$ cat src/rtl/smag_pkg.sv
package smag_pkg;
  localparam int unsigned OP_W = 3;

  typedef enum logic [OP_W-1:0] {
    OP_NOP  = 3'd0,
    OP_LOAD = 3'd1,
    OP_ADD  = 3'd2,
    OP_SUB  = 3'd3,
    OP_LADD = 3'd4
  } op_e;
endpackage

$ cat src/rtl/smag_mag_unit.sv
// Sign/magnitude add of an operand magnitude into the Q:P:mag field.
module smag_mag_unit #(
  parameter int unsigned MAG_W = 35,
  localparam int unsigned FIELD_W = MAG_W + 2
) (
  input  logic               acc_sign_i,
  input  logic [FIELD_W-1:0] acc_field_i,
  input  logic               opd_sign_i,
  input  logic [MAG_W-1:0]   opd_mag_i,
  output logic               res_sign_o,
  output logic [FIELD_W-1:0] res_field_o,
  output logic               carry_p_o
);
  logic               same_sign;
  logic [MAG_W:0]     low_sum;
  logic [FIELD_W-1:0] opd_ext;
  logic [FIELD_W-1:0] sum;
  logic [FIELD_W-1:0] diff_acc;
  logic [FIELD_W-1:0] diff_opd;
  logic               acc_ge;

  assign same_sign = (acc_sign_i == opd_sign_i);
  assign opd_ext   = {2'b00, opd_mag_i};
  assign low_sum   = {1'b0, acc_field_i[MAG_W-1:0]} + {1'b0, opd_mag_i};
  assign sum       = acc_field_i + opd_ext;
  assign diff_acc  = acc_field_i - opd_ext;
  assign diff_opd  = opd_ext - acc_field_i;
  assign acc_ge    = (acc_field_i >= opd_ext);

  always_comb begin
    carry_p_o = 1'b0;
    if (same_sign) begin
      res_sign_o  = acc_sign_i;
      res_field_o = sum;
      carry_p_o   = low_sum[MAG_W];
    end else if (acc_ge) begin
      res_sign_o  = acc_sign_i;   // ties keep accumulator sign
      res_field_o = diff_acc;
    end else begin
      res_sign_o  = opd_sign_i;
      res_field_o = diff_opd;
    end
  end
endmodule

$ cat src/rtl/smag_eac_adder.sv
// Unsigned add with end-around carry; a single wrap suffices.
module smag_eac_adder #(
  parameter int unsigned W = 36
) (
  input  logic [W-1:0] a_i,
  input  logic [W-1:0] b_i,
  output logic [W-1:0] sum_o
);
  logic [W:0] raw;

  assign raw   = {1'b0, a_i} + {1'b0, b_i};
  assign sum_o = raw[W-1:0] + {{(W-1){1'b0}}, raw[W]};
endmodule

$ cat src/rtl/smag_sticky_flag.sv
module smag_sticky_flag (
  input  logic clk_i,
  input  logic rst_ni,
  input  logic set_i,
  input  logic clr_i,
  output logic flag_o
);
  always_ff @(posedge clk_i or negedge rst_ni) begin
    if (!rst_ni)    flag_o <= 1'b0;
    else if (set_i) flag_o <= 1'b1;
    else if (clr_i) flag_o <= 1'b0;
  end
endmodule

$ cat src/rtl/smag_accum.sv
module smag_accum
  import smag_pkg::*;
#(
  parameter int unsigned MAG_W = 35,
  localparam int unsigned WORD_W  = MAG_W + 1,
  localparam int unsigned FIELD_W = MAG_W + 2,
  localparam int unsigned ACC_W   = MAG_W + 3
) (
  input  logic              clk_i,
  input  logic              rst_ni,
  input  logic [OP_W-1:0]   op_i,
  input  logic [WORD_W-1:0] word_i,
  input  logic              ovf_clr_i,
  output logic [ACC_W-1:0]  acc_o,
  output logic              ovf_o
);
  logic               sign_q, sign_d;
  logic [FIELD_W-1:0] field_q, field_d;

  op_e                op;
  logic               opd_sign;
  logic               arith_sign;
  logic [FIELD_W-1:0] arith_field;
  logic               carry_p;
  logic [WORD_W-1:0]  logic_sum;
  logic               is_arith;

  assign op       = op_e'(op_i);
  assign is_arith = (op == OP_ADD) || (op == OP_SUB);
  assign opd_sign = word_i[MAG_W] ^ (op == OP_SUB);

  smag_mag_unit #(.MAG_W(MAG_W)) u_mag (
    .acc_sign_i (sign_q),
    .acc_field_i(field_q),
    .opd_sign_i (opd_sign),
    .opd_mag_i  (word_i[MAG_W-1:0]),
    .res_sign_o (arith_sign),
    .res_field_o(arith_field),
    .carry_p_o  (carry_p)
  );

  // P and magnitude form one unsigned field, same width as a word
  smag_eac_adder #(.W(WORD_W)) u_eac (
    .a_i  (field_q[WORD_W-1:0]),
    .b_i  (word_i),
    .sum_o(logic_sum)
  );

  always_comb begin
    sign_d  = sign_q;
    field_d = field_q;
    unique case (op)
      OP_LOAD: begin
        sign_d  = word_i[MAG_W];
        field_d = {2'b00, word_i[MAG_W-1:0]};
      end
      OP_ADD, OP_SUB: begin
        sign_d  = arith_sign;
        field_d = arith_field;
      end
      OP_LADD: begin
        sign_d  = 1'b0;
        field_d = {1'b0, logic_sum};
      end
      default: ;
    endcase
  end

  always_ff @(posedge clk_i or negedge rst_ni) begin
    if (!rst_ni) begin
      sign_q  <= 1'b0;
      field_q <= '0;
    end else begin
      sign_q  <= sign_d;
      field_q <= field_d;
    end
  end

  smag_sticky_flag u_ovf (
    .clk_i (clk_i),
    .rst_ni(rst_ni),
    .set_i (is_arith & carry_p),
    .clr_i (ovf_clr_i),
    .flag_o(ovf_o)
  );

  assign acc_o = {sign_q, field_q};
endmodule

$ cat config.mk
export PLATFORM = sky130hd
export DESIGN_NAME = smag_accum
export DESIGN_NICKNAME = d
export VERILOG_FILES = /design/src/rtl/smag_pkg.sv /design/src/rtl/smag_mag_unit.sv /design/src/rtl/smag_eac_adder.sv /design/src/rtl/smag_sticky_flag.sv /design/src/rtl/smag_accum.sv
export SDC_FILE = /design/constraint.sdc
export NUM_CORES = 1
export LEC_CHECK = 0
export ABC_AREA = 1
export BUFFER_PORTS_ARGS = -buffer_cell sky130_fd_sc_hd__buf_4
export CORE_AREA = 10 10 150 290
export CTS_CLUSTER_SIZE = 40
export DETAILED_ROUTE_END_ITERATION = 8
export DIE_AREA = 0 0 160 300
export GPL_ROUTABILITY_DRIVEN = 0
export HOLD_SLACK_MARGIN = 0.03
export PLACE_DENSITY_LB_ADDON = 0.2
export SKIP_LAST_GASP = 1
export SLEW_MARGIN = 25
export SYNTH_ARGS = -nofsm -noshare
export SYNTH_HDL_FRONTEND = slang
export SYNTH_SLANG_ARGS = --single-unit
$ cat constraint.sdc
create_clock -name clk_i -period 8.44 [get_ports clk_i]
set_clock_uncertainty 0.15 [all_clocks]
set_input_delay 0 -clock clk_i [delete_from_list [all_inputs] [get_ports clk_i]]
set_output_delay 0 -clock clk_i [all_outputs]
set_load 0.02 [all_outputs]
==> results.ini <==
[status]
outcome=finished clean

[sta]
setup_viol=0
rsz0062_at_grt=no
hold-worst-slack_ns=0.04721
min_period_ns=4.832
period_share_pct=57.25
setup_tns_ns=0
slew_headroom_pct=25.18
drv_slew=0
layout_setup_ws_ns=3.608
tightest_slew_ns=1.111
finalHoldViolCount=0
fmax_mhz=206.9

[setup_path]
max_stage_delay_ns=0.40
crit_top_cell=nand2_1
arrival_ns=4.93
setup.worst_path.end_class=flop
critical_path_class=flop to flop
cp-start-kind=flop
required_ns=8.54
critical-path-slowest-cell=dfrtp_1
cp_max_fo=5

[die]
rows=102
die_area_mm2=0.04800
ios=81
die_y_um=300
core_area_mm2=0.03880
die_x_um=160
initial_core_util_pct=29.58

[layout]
syn_to_final_growth_pct=11.99
diodes=0
seqCellArea_um2=975.9
multiInputGateArea_mm2=0.008813
final_nets=2353
fillCellCount=4570
instances_no_fill=2720
finish.instance_area_mm2=0.01285
layout-drive-gt1-share_pct=8.273

[logic_synthesis]
yosysUniqueCellTypes=52
synth-edff-count=0
async_reset_ff_share_pct=100.0
yosysSeqAreaShare_pct=8.504
synthFlopType=dfrtp_1
synth_commonest_cells=nand2_1, inv_1, nor2_1
synth_fp_nets=2290
postSynthAreaPerCell_um2=5.370
synth_top_area_share_pct=21.59
netlist_instances=2137
ys_warn_count=0
yosysMostFrequentCell=nand2_1
syn-cell-area_mm2=0.01148
yosys.area.top_type=nand2_1
synth-seq-cells=39
synthTopCellsByArea=nand2_1, ha_1, inv_1

[placement]
numPortBuffers=80
post_dp_cell_area_mm2=0.01247
place_ws_ns=3.873
placed_cells=2689
dp_hpwl_um=56450

[clocking]
cts.sinks=39
clk_latency_ns=0.33
cts_buffers=5
postCtsSetupBuffers=0
clock-root-buffer=clkbuf_16
tritoncts=done
cts_htree_levels=2
cts_resized=0
clockBufferDepth=2
path_clk_slew_ns=0.08

[grt]
grt_max_degree=60
grt.total_usage_pct=28.32
overflow=0
grt_pass1_vias=14220
antenna_found_initial=1
grt_pass1_wl_um=98840

[detailed_routing]
wl_per_cell_um=25.94
antenna_left=0
drc=0
via_per_inst=5.391
drt_iter0_markers=1487
wl_um=70560
num_vias=14663
firstDrtPassIters=7

[pwr]
power_leakage_nw=6.813
vdd_drop_max_mv=0.1186
powerDensity_mw_per_mm2=284.4

[run]
max-cap-violations=0

[worst_hold_path]
hold_path.class=input pin to flop

## layout make-up
| type | count | share of cell area, % |
|---|---|---|
| flip-flops and latches | 39 | 7.593 |
| clock buffers | 5 | 0.9735 |
| well taps | 520 | 5.062 |
| multi-input cells | 1682 | 68.57 |
| inverters | 355 | 10.39 |
| repair buffers | 117 | 7.301 |
| clock inverters | 2 | 0.1071 |
## cell families after synthesis
logic type,count (synthesis),synth area share (%)
compound gates,396,18.86
xor+xnor,59,4.503
fa+ha+maj,111,12.30
buf+inv,416,14.80
flops,39,8.504
simple gates,1116,41.04
## power by group
part           switching, mW  internal, mW  leakage (nW)  total, mW
clock                  0.122         0.110        0.0696      0.232
sequential             0.103         0.234         0.446      0.337
combinational           2.27         0.811          6.30       3.09
total                   2.50          1.15          6.81       3.65
## metrics by stage
step / util (%) / power [mW]
after floorplan: - / 2.139
after global placement: 32.15 / 3.253
after detailed placement: 32.15 / 3.249
after CTS: 33.13 / 3.507
after global routing: 33.13 / 3.856
final: 33.13 / 3.655
## worst paths after layout
kind                              from           end  slack, ns  depth (start not counted)
max                         field_q[0]   field_q[22]       3.61                         28
min                         word_i[22]   field_q[22]       0.05                          5
max reg2reg                 field_q[0]   field_q[22]       3.61                         28
min reg2reg                field_q[27]   field_q[27]       0.43                          2
max in group asynchronous       rst_ni    field_q[0]       7.51                          2
min in group asynchronous       rst_ni  u_ovf.flag_o       0.12                          2
## critical path, delay by kind of cell, from the launching register on
kind / cells / cell delay, ns
flip-flops: 1 / 0.40
adder cells (fa/ha/maj): 4 / 0.96
AO/OA/AOI/OAI: 2 / 0.33
buffers and inverters: 3 / 0.27
AND/OR/NAND/NOR: 19 / 2.65
## layout by cell type, fill, tap and decap left out, types with 6 or more instances in the layout
| cell type | Yosys | final |
|---|---|---|
| nand3_1 | 121 | 121 |
| nor2_4 | 9 | 9 |
| a21o_1 | 9 | 9 |
| a21oi_1 | 168 | 168 |
| nor3_1 | 11 | 11 |
| nand2_2 | 18 | 18 |
| nand2_1 | 660 | 660 |
| inv_1 | 335 | 334 |
| nand4_1 | 33 | 33 |
| xor2_1 | 57 | 57 |
| and2_1 | 6 | 6 |
| buf_4 | 11 | 93 |
| nor2_2 | 19 | 21 |
| o21ai_0 | 145 | 145 |
| o211ai_1 | 12 | 12 |
| nor2_1 | 221 | 219 |
| o21bai_1 | 12 | 12 |
| inv_2 | 18 | 19 |
| dfrtp_1 | 39 | 39 |
| o22ai_1 | 7 | 7 |
| o21ai_1 | 12 | 12 |
| ha_1 | 108 | 108 |
| dlygate4sd3_1 | 0 | 24 |
## layer usage
metal / up-vias / track usage (%) / routed length (um)
met4: 0 / 28.16 / 8219
met1: 6675 / 25.93 / 22540
met5: - / 0 / 0
met3: 285 / 4.051 / 4245
met2: 816 / 51.68 / 35550
li1: 6887 / - / -
## sequential cells by signal (all words and copies together), names as in the netlist
register and flops:
field_q 37, sign_q 1, u_ovf.flag_o 1
## what timing repair did
action | in CTS | in global routing
endpoints found under the setup margin | 0 | 0
endpoints found under the hold margin | 61 | 0
hold buffers | 24 | 0
Power figures use the tool's default switching activity.
